## config.mk

```make
export PLATFORM = sky130hd
export DESIGN_NAME = hostPort
export DESIGN_NICKNAME = d
export VERILOG_FILES = /design/src/rtl/hostPortPkg.sv /design/src/rtl/hpSyncBank.sv /design/src/rtl/hpCtrl.sv /design/src/rtl/hpRegFile.sv /design/src/rtl/hostPort.sv
export SDC_FILE = /design/constraint.sdc
export NUM_CORES = 1
export LEC_CHECK = 0
export CORE_UTILIZATION = 45
export DETAILED_ROUTE_END_ITERATION = 12
export GPL_TIMING_DRIVEN = 1
export PLACE_DENSITY = 0.66
export RECOVER_POWER = 25
export SETUP_SLACK_MARGIN = 0.5
export SLEW_MARGIN = 25
export SYNTH_ARGS = -nofsm -noshare
export SYNTH_HDL_FRONTEND = slang
export SYNTH_HIERARCHICAL = 1
export SYNTH_SLANG_ARGS = --single-unit
export TNS_END_PERCENT = 20
```

## constraint.sdc

```tcl
create_clock -name clk -period 6.5 [get_ports clk]
set_input_delay 0.975 -clock clk [delete_from_list [all_inputs] [get_ports clk]]
set_output_delay 0.975 -clock clk [all_outputs]
set_load 0.01 [all_outputs]
```

## src/rtl/hostPortPkg.sv

```systemverilog
package hostPortPkg;
  typedef struct packed {
    logic addrLatch;  // capture address into datapath
    logic dataHold;   // transfer strobe active: track bus data
    logic wrCommit;   // write the held data into the addressed register
    logic rdEnable;   // read phase active
  } hpStrobes_t;

  typedef enum logic [1:0] {
    PH_IDLE = 2'd0,
    PH_SEL  = 2'd1,
    PH_DONE = 2'd2
  } hpPhase_t;
endpackage

```

## src/rtl/hpSyncBank.sv

```systemverilog
module hpSyncBank #(
  parameter int WIDTH = 4,
  parameter int STAGES = 2,
  parameter logic [WIDTH-1:0] RESET_VAL = '0
) (
  input  logic             clk,
  input  logic             rstN,
  input  logic [WIDTH-1:0] din,
  output logic [WIDTH-1:0] dout
);
  logic [WIDTH-1:0] stg [STAGES];

  always_ff @(posedge clk or negedge rstN) begin
    if (!rstN) begin
      for (int i = 0; i < STAGES; i++) stg[i] <= RESET_VAL;
    end else begin
      stg[0] <= din;
      for (int i = 1; i < STAGES; i++) stg[i] <= stg[i-1];
    end
  end

  assign dout = stg[STAGES-1];
endmodule

```

## src/rtl/hpCtrl.sv

```systemverilog
module hpCtrl
  import hostPortPkg::*;
(
  input  logic       clk,
  input  logic       rstN,
  input  logic       modeIntel,
  input  logic       muxBus,
  input  logic       csNS,
  input  logic       aleS,
  input  logic       rdDsS,
  input  logic       wrRwS,
  output hpStrobes_t strobes,
  output logic       ackOut,
  output logic       ackOe
);
  logic csA, strbA, strbP, isReadNow, isReadQ;
  logic strbLead, strbTrail, aleP, aleFall, addrSeen;
  hpPhase_t phase, phaseNext;

  assign csA       = ~csNS;
  assign strbA     = modeIntel ? (~rdDsS | ~wrRwS) : ~rdDsS;
  assign isReadNow = modeIntel ? ~rdDsS : wrRwS;
  assign strbLead  = strbA & ~strbP;
  assign strbTrail = ~strbA & strbP;
  assign aleFall   = ~aleS & aleP;

  always_ff @(posedge clk or negedge rstN) begin
    if (!rstN) begin
      strbP   <= 1'b0;
      aleP    <= 1'b0;
      isReadQ <= 1'b0;
    end else begin
      strbP <= strbA;
      aleP  <= aleS;
      if (strbLead) isReadQ <= isReadNow;
    end
  end

  always_comb begin
    phaseNext = phase;
    unique case (phase)
      PH_IDLE: if (csA && (modeIntel || !muxBus || addrSeen || aleFall)) phaseNext = PH_SEL;
      PH_SEL:  if (!csA) phaseNext = PH_IDLE;
               else if (strbTrail) phaseNext = PH_DONE;
      PH_DONE: if (!csA) phaseNext = PH_IDLE;
      default: phaseNext = PH_IDLE;
    endcase
  end

  always_ff @(posedge clk or negedge rstN) begin
    if (!rstN) begin
      phase    <= PH_IDLE;
      addrSeen <= 1'b0;
    end else begin
      phase <= phaseNext;
      if (phase != PH_IDLE && phaseNext == PH_IDLE) addrSeen <= 1'b0;
      else if (aleFall) addrSeen <= 1'b1;
    end
  end

  assign strobes.addrLatch = muxBus ? aleFall : (csA & strbLead);
  assign strobes.dataHold  = strbA;
  assign strobes.wrCommit  = csA & strbTrail & ~isReadQ;
  assign strobes.rdEnable  = csA & strbA & isReadNow;

  assign ackOe  = modeIntel ? (phase != PH_IDLE) : 1'b1;
  assign ackOut = modeIntel ? (phase == PH_DONE) : (phase == PH_SEL);

  // commit is a single-cycle pulse
  p_commit_pulse_r3: assert property (@(posedge clk) disable iff (!rstN)
    strobes.wrCommit |=> !strobes.wrCommit);

  // completion is only reached from the selected phase
  p_done_from_sel_r7: assert property (@(posedge clk) disable iff (!rstN)
    (phase == PH_DONE && $past(phase) != PH_DONE) |-> $past(phase) == PH_SEL);

  // releasing chip select always returns the handshake to idle
  p_idle_after_release_r7: assert property (@(posedge clk) disable iff (!rstN)
    (phase != PH_IDLE && !csA) |=> phase == PH_IDLE);
endmodule

```

## src/rtl/hpRegFile.sv

```systemverilog
module hpRegFile
  import hostPortPkg::*;
#(
  parameter int DATA_W = 8,
  parameter int BUS_W = 8,
  parameter int NUM_REGS = 32,
  localparam int ADDR_W = $clog2(NUM_REGS)
) (
  input  logic              clk,
  input  logic              rstN,
  input  logic              muxBus,
  input  hpStrobes_t        strobes,
  input  logic [DATA_W-1:0] dataInS,
  input  logic [BUS_W-1:0]  addrBusS,
  output logic [DATA_W-1:0] dataOut,
  output logic              dataOe
);
  logic [ADDR_W-1:0] addrQ, addrSrc;
  logic [DATA_W-1:0] wrHold;
  logic [DATA_W-1:0] regQ [NUM_REGS];
  logic              oeQ;

  assign addrSrc = muxBus ? dataInS[ADDR_W-1:0] : addrBusS[ADDR_W-1:0];

  always_ff @(posedge clk or negedge rstN) begin
    if (!rstN) begin
      addrQ  <= '0;
      wrHold <= '0;
      oeQ    <= 1'b0;
    end else begin
      if (strobes.addrLatch) addrQ <= addrSrc;
      if (strobes.dataHold) wrHold <= dataInS;
      oeQ <= strobes.rdEnable;
    end
  end

  for (genvar g = 0; g < NUM_REGS; g++) begin : gReg
    always_ff @(posedge clk or negedge rstN) begin
      if (!rstN) regQ[g] <= '0;
      else if (strobes.wrCommit && addrQ == ADDR_W'(g)) regQ[g] <= wrHold;
    end
  end

  assign dataOut = regQ[addrQ];
  assign dataOe  = oeQ;

  // address holds between latch pulses
  p_addr_hold_r5: assert property (@(posedge clk) disable iff (!rstN)
    !strobes.addrLatch |=> $stable(addrQ));

  // read data stays steady while it is driven
  p_read_steady_r4: assert property (@(posedge clk) disable iff (!rstN)
    (dataOe && $past(dataOe) && !$past(strobes.wrCommit) && !$past(strobes.addrLatch))
      |-> $stable(dataOut));
endmodule

```

## src/rtl/hostPort.sv

```systemverilog
module hostPort
  import hostPortPkg::*;
#(
  parameter int DATA_W = 8,
  parameter int BUS_W = 8,
  parameter int NUM_REGS = 32,
  parameter int SYNC_STAGES = 2
) (
  input  logic              clk,
  input  logic              rstN,
  input  logic              modeIntel,
  input  logic              muxBus,
  input  logic              csN,
  input  logic              aleAs,
  input  logic              rdDs,
  input  logic              wrRw,
  input  logic [BUS_W-1:0]  addrBus,
  input  logic [DATA_W-1:0] dataIn,
  output logic [DATA_W-1:0] dataOut,
  output logic              dataOe,
  output logic              ackOut,
  output logic              ackOe
);
  localparam int SYNC_W = 4 + BUS_W + DATA_W;
  localparam logic [SYNC_W-1:0] SYNC_RST = {4'b1011, {(BUS_W + DATA_W){1'b0}}};

  logic [SYNC_W-1:0] rawIn, syncOut;
  logic              csNS, aleS, rdDsS, wrRwS;
  logic [BUS_W-1:0]  addrBusS;
  logic [DATA_W-1:0] dataInS;
  hpStrobes_t        strobes;

  assign rawIn = {csN, aleAs, rdDs, wrRw, addrBus, dataIn};
  assign {csNS, aleS, rdDsS, wrRwS, addrBusS, dataInS} = syncOut;

  hpSyncBank #(.WIDTH(SYNC_W), .STAGES(SYNC_STAGES), .RESET_VAL(SYNC_RST)) i_sync (
    .clk(clk), .rstN(rstN), .din(rawIn), .dout(syncOut));

  hpCtrl i_ctrl (
    .clk(clk), .rstN(rstN), .modeIntel(modeIntel), .muxBus(muxBus),
    .csNS(csNS), .aleS(aleS), .rdDsS(rdDsS), .wrRwS(wrRwS),
    .strobes(strobes), .ackOut(ackOut), .ackOe(ackOe));

  hpRegFile #(.DATA_W(DATA_W), .BUS_W(BUS_W), .NUM_REGS(NUM_REGS)) i_regs (
    .clk(clk), .rstN(rstN), .muxBus(muxBus), .strobes(strobes),
    .dataInS(dataInS), .addrBusS(addrBusS), .dataOut(dataOut), .dataOe(dataOe));
endmodule

```

==> results of run 1 <==
-- metrics by stage --
stage / hold slack [ns] / setup slack [ns] / utilization (%) / cell area (µm²) / power (mW)
after floorplan: 0.3312 / 3.756 / - / 13910 / 2.808
after global placement: 0.3351 / 2.253 / 47.04 / 14350 / 3.046
after detailed placement: 0.3362 / 2.263 / 47.05 / 14350 / 3.066
after CTS: 0.3410 / 1.828 / 50.62 / 15440 / 4.955
after global routing: 0.3485 / 1.007 / 50.57 / 15430 / 5.105
final: 0.3398 / 1.851 / 50.57 / 15430 / 4.892
-- sequential cells by signal (all words and copies together), names as in the netlist --
| name | flops |
|---|---|
| i_regs/regQ | 256 |
| i_sync/dout | 17 |
| i_sync/stg | 17 |
| i_regs/wrHold | 8 |
| i_regs/addrQ | 5 |
| i_ctrl/phase | 2 |
| i_ctrl/addrSeen | 1 |
| i_ctrl/aleP | 1 |
| i_ctrl/isReadQ | 1 |
| i_ctrl/strbP | 1 |
| i_regs/dataOe | 1 |
-- placed cells by master (no fill, tap or decap), types with 11 or more instances in the layout --
cell type,count
dfrtp_1,298
mux4_2,37
clkbuf_16,37
mux2_2,278
mux2i_1,43
nor2_2,11
clkdlybuf4s50_1,12
a21oi_1,16
nand2_1,33
nor2_1,34
dlygate4sd3_1,18
-- layer usage --
metal	up-vias	wire, µm
met2	142	14180
met3	45	1271
met5	-	0
met1	4192	14170
li1	3465	-
met4	0	809
-- worst max-delay path, delay by kind of cell (launching register included) --
kind	cells	cell delay [ns]
AND/OR/NAND/NOR	2	0.76
AO/OA/AOI/OAI	3	0.96
flip-flops	1	0.85
buffers and inverters	1	0.57
-- power groups by stage --
stage / Sequential (mW) / Combinational [mW] / Clock (mW)
floorplan: 2.22 / 0.589 / 0
global placement: 2.32 / 0.725 / 0
detailed placement: 2.33 / 0.735 / 0
CTS: 2.30 / 0.738 / 1.92
global route: 2.33 / 0.786 / 1.99
finish: 2.30 / 0.728 / 1.87
-- path summary, 6_finish.rpt --
kind	start	endpoint	slack (ns)	cells past startpoint
setup reg to reg	i_sync/dout[16]	i_regs/regQ[199]	3.18	7
hold / removal	i_sync/stg[20]	i_sync/dout[0]	0.34	0
min in group asynchronous	rstN	i_sync/dout[4]	0.44	1
hold reg to reg	i_sync/stg[20]	i_sync/dout[0]	0.34	0
max in group asynchronous	rstN	i_regs/addrQ[1]	1.98	2
setup / recovery	i_regs/addrQ[0]	dataOut[7]	1.85	6
-- cell type report --
type	instances	area, µm²
multi-input combinational	562	5659
inverter	1	3.754
clock buffer	49	1011
fill	2534	15080
sequential	310	7775
clock inverter	9	78.83
timing repair buffer	43	406.6
tap	396	495.5
==> flow_metrics.env, run 1 <==
export IMPL_outcome="finished with violations"
export IMPL_violations="max-capacitance violations, max-slew violations"
export IMPL_io_buffers=31
export IMPL_critPathKind="reg -> out"
export IMPL_p_sw_mw=1.294
export IMPL_synth_area_um2=13910
export IMPL_p_per_area_nw_per_um2=317.1
export IMPL_wirelength_mm=30.43
export IMPL_dp_cells=1312
export IMPL_via_count=7844
export IMPL_critPathLaunchType="register"
export IMPL_htreeDepth=2
export IMPL_grtUsageMet1_pct=28.92
export IMPL_crit_path_end_kind="primary output"
export IMPL_fmax_ghz=0.2151
export IMPL_n_antenna_cell=0
export IMPL_clockBufferDepth=3
export IMPL_drtPass1Iterations=5
export IMPL_gp_congestion=0.7789
export IMPL_clk_pin_slew_ns=0.06
export IMPL_setup_tns_final_ns=0
export IMPL_internal_power_mw=3.598
export IMPL_path_cells="nand2b_1 > o22a_1 > o211ai_1 > o22ai_1 > nor2_1 > clkdlybuf4s50_1"
export IMPL_die_x_um=177.8
export IMPL_grt_max_degree=141
export IMPL_layoutNonFillerInstCount=1370
export IMPL_path_max_fanout=17
export IMPL_drt_iter0_drc=463
export IMPL_cts_root_buf="clkbuf_16"
export IMPL_die_height_um=177.8
export IMPL_post_dp_hpwl_mm=19.48
export IMPL_cpPeakStageDelay_ns=0.85
export IMPL_holdBufCountCts=0
export IMPL_wl_per_cell_um=22.21
export IMPL_met3_usage_pct=3.470
export IMPL_clk_latency_ns=0.51
export IMPL_grt_ovfl_total=0
export IMPL_area_growth_pct=10.91
export IMPL_cts_resized=0
export IMPL_p_leak_nw=7.293
export IMPL_antenna_found_initial=0
export IMPL_syn_nets=981
export IMPL_grt_busiest_layer="met2"
export IMPL_ir_drop_mv=0.2219
export IMPL_period_share_pct=71.52
export IMPL_pwr_share_comb_pct=14.9
export IMPL_start_util_pct=45.60
export IMPL_p_seq_share_pct=47.0
export IMPL_remaining_drc_errors=0
export IMPL_grt_pass1_vias=8293
export IMPL_slew_headroom_pct=-127.7
export IMPL_final_hold_violation_count=0
export IMPL_drv_cap=1
export IMPL_grt_util_met2_pct=32.08
export IMPL_pwr_share_clk_pct=38.2
export IMPL_track_usage_pct=20.42
export IMPL_finalSetupViolCount=0
export IMPL_netlist_instances=957
export IMPL_cts_sinks=310
export IMPL_drive_above_1_share_pct=42.71
export IMPL_rows=64
export IMPL_arrival_ns=3.67
export IMPL_vias_per_cell=5.726
export IMPL_required_ns=5.52
export IMPL_post_cts_buffers=0
export IMPL_hold_path_class="reg -> reg"
export IMPL_fp_coreArea_um2=30510
export IMPL_avgSynthCellArea_um2=14.54
export IMPL_crit_slowest_cell="dfrtp_1"
export IMPL_grt_pass1_wl_mm=48.74
export IMPL_ys_warn_count=6
export IMPL_report_final_slew_viol_count=141
export IMPL_post_route_min_period_ns=4.649
export IMPL_rsz0062_at_grt="no"
export IMPL_switching_share_pct=26.46
export IMPL_drtAntennaViolNets=0
export IMPL_cts_tree="built"
export IMPL_skew_ns=0.01666
export IMPL_fin_nets=976
export IMPL_die_area_um2=31620
export IMPL_numCtsBuffers=34
export IMPL_worst_slew_pin_transition_ns=3.415
export IMPL_io_pins=35
(Power assumes the default switching activity.)
==> run 2: changes to the inputs <==
--- a/config.mk
+++ b/config.mk
@@ -8,7 +8,7 @@
 export CORE_UTILIZATION = 45
 export DETAILED_ROUTE_END_ITERATION = 12
 export GPL_TIMING_DRIVEN = 1
-export PLACE_DENSITY = 0.66
+export PLACE_DENSITY = 0.68
 export RECOVER_POWER = 25
 export SETUP_SLACK_MARGIN = 0.5
 export SLEW_MARGIN = 25
==> constraint.sdc (replaced) <==
create_clock -name clk -period 3.7 [get_ports clk]
set_input_delay 0.555 -clock clk [delete_from_list [all_inputs] [get_ports clk]]
set_output_delay 0.555 -clock clk [all_outputs]
set_load 0.01 [all_outputs]
==> run 2 against run 1 <==
Net effect:
- worst hold slack gained 0.0070 ns
- flip-flop and latch count unchanged
- the run still ends with max-capacitance violations, max-slew violations left
- first-iteration DRC count decreased by 11%
- critical path depth stayed put
- global-route usage up 0.11 points
- clock skew down 0.010 ns
- setup slack got worse by 1.6 ns
- sequential share of layout area shrank 1.9 points
- register-to-register slack lost 2.3 ns
- cell count up 3.4%
- total power rose by 83%
- combinational power is 110% higher
- largest power group unchanged
==> flow_metrics.env, run 2 (synthesized netlist as in run 1, its figures left out) <==
export IMPL_via_count=8009
export IMPL_gp_congestion=0.8188
export IMPL_htreeDepth=2
export IMPL_final_hold_violation_count=0
export IMPL_hold_path_class="reg -> reg"
export IMPL_p_leak_nw=7.630
export IMPL_largest_reg_flops=256
export IMPL_clk_pin_slew_ns=0.05
export IMPL_post_dp_hpwl_mm=20.16
export IMPL_path_cells="buf_12 > mux4_2 > mux2_2 > nand2_1 > a2bb2oi_2 > clkdlybuf4s50_1"
export IMPL_fin_nets=1022
export IMPL_nFillCells=2498
export IMPL_cts_sinks=310
export IMPL_report_final_slew_viol_count=87
export IMPL_clockBufferDepth=3
export IMPL_layoutNonFillerInstCount=1417
export IMPL_drv_cap=1
export IMPL_largest_register="i_regs/regQ"
export IMPL_period_share_pct=92.10
export IMPL_holdBufCountCts=0
export IMPL_final_area_um2=16030
export IMPL_multiInputGateArea_um2=5739
export IMPL_crit_path_end_kind="primary output"
export IMPL_place_area_um2=14580
export IMPL_vias_per_cell=5.652
export IMPL_die_height_um=177.8
export IMPL_crit_slowest_cell="dfrtp_4"
export IMPL_track_usage_pct=20.54
export IMPL_path_max_fanout=17
export IMPL_io_pins=35
export IMPL_grt_ovfl_total=0
export IMPL_rsz0062_at_grt="yes"
export IMPL_required_ns=3.14
export IMPL_dp_cells=1335
export IMPL_numCtsBuffers=34
export IMPL_post_route_min_period_ns=3.408
export IMPL_start_util_pct=45.60
export IMPL_drtPass1Iterations=4
export IMPL_p_per_area_nw_per_um2=559.8
export IMPL_critPathLaunchType="register"
export IMPL_remaining_drc_errors=0
export IMPL_critPathTopFamily="multiplexers"
export IMPL_drt_iter0_drc=410
export IMPL_seq_area_um2=7779
export IMPL_fp_coreArea_um2=30510
export IMPL_worst_slew_pin_transition_ns=2.234
export IMPL_grt_max_degree=87
export IMPL_power_total_mw=8.972
export IMPL_clk_latency_ns=0.50
export IMPL_grt_pass1_wl_mm=49.16
export IMPL_cts_root_buf="clkbuf_16"
export IMPL_drtAntennaViolNets=0
export IMPL_fmax_ghz=0.2934
export IMPL_antenna_found_initial=0
export IMPL_io_buffers=31
export IMPL_critPathKind="reg -> out"
export IMPL_grt_pass1_vias=8468
export IMPL_drive_above_1_share_pct=46.82
export IMPL_area_growth_pct=15.20
export IMPL_finalSetupViolCount=0
export IMPL_ir_drop_mv=0.3376
export IMPL_layout_common_cells="dfrtp_1 (297), mux2_2 (278), buf_4 (46)"
export IMPL_wl_per_cell_um=21.65
export IMPL_cts_tree="built"
export IMPL_die_x_um=177.8
export IMPL_outcome="finished with violations"
export IMPL_skew_ns=0.006485
export IMPL_path_buf_inv=2
export IMPL_arrival_ns=2.85
export IMPL_layout_commonest_cell="dfrtp_1"
export IMPL_wirelength_mm=30.67
export IMPL_n_antenna_cell=0
export IMPL_cpPeakStageDelay_ns=0.57
export IMPL_violations="max-capacitance violations, max-slew violations"
export IMPL_setup_tns_final_ns=0
export IMPL_slew_headroom_pct=-48.91
export IMPL_die_area_um2=31620
export IMPL_rows=64
## run 2: timing repair
action / 4_1_cts / 5_1_grt
resized for setup: 25 / 5
pin swaps: 3 / 1
setup endpoints to repair: 8 / 8
gates cloned: 0 / 0
endpoints found under the hold margin: 0 / 0
setup buffers: 7 / 15
## run 2: metal layers
| layer | vias up | part of all wire [%] | global-route usage (%) |
|---|---|---|---|
| met5 | - | 0 | 0 |
| met2 | 155 | 49 | 33.14 |
| li1 | 3554 | - | - |
| met4 | 0 | 2.0 | 6.090 |
| met1 | 4252 | 45 | 28.52 |
| met3 | 48 | 3.9 | 3.385 |
## run 2: path summary, 6_finish.rpt
check	start	to	slack [ns]	cells after the start
setup reg to reg	i_sync/dout[16]	i_regs/regQ[3]	0.93	6
min in group asynchronous	rstN	i_regs/wrHold[1]	0.68	1
hold / removal	i_sync/stg[24]	i_sync/dout[4]	0.35	0
setup / recovery	i_regs/addrQ[1]	dataOut[0]	0.29	6
max in group asynchronous	rstN	i_regs/regQ[209]	0.89	2
hold reg to reg	i_sync/stg[24]	i_sync/dout[4]	0.35	0
## run 2: cell type report
cell class / instances / share of cell area [%]
clock inverter: 7 / 0.6870
multi-input combinational: 562 / 35.81
inverter: 1 / 0.02342
timing repair buffer: 89 / 5.285
tap: 396 / 3.092
clock buffer: 52 / 6.566
sequential: 310 / 48.54
## run 2: through the flow
step                setup WS [ns]  hold slack [ns]  utilization [%]
floorplan                   1.295           0.2594                -
global placement           0.4255           0.3354            47.77
detailed placement         0.3988           0.3347            47.78
CTS                        0.2447          0.09099            52.03
global route               0.2474           0.3526            52.53
finish                     0.2922           0.3468            52.53
## run 2: report_power, final
part / total (mW) / switching (mW) / leakage, nW / internal, mW
clock network: 3.47 / 1.31 / 0.574 / 2.16
logic: 1.50 / 0.731 / 2.90 / 0.765
registers: 4.01 / 0.278 / 4.16 / 3.73
total: 8.97 / 2.31 / 7.63 / 6.66
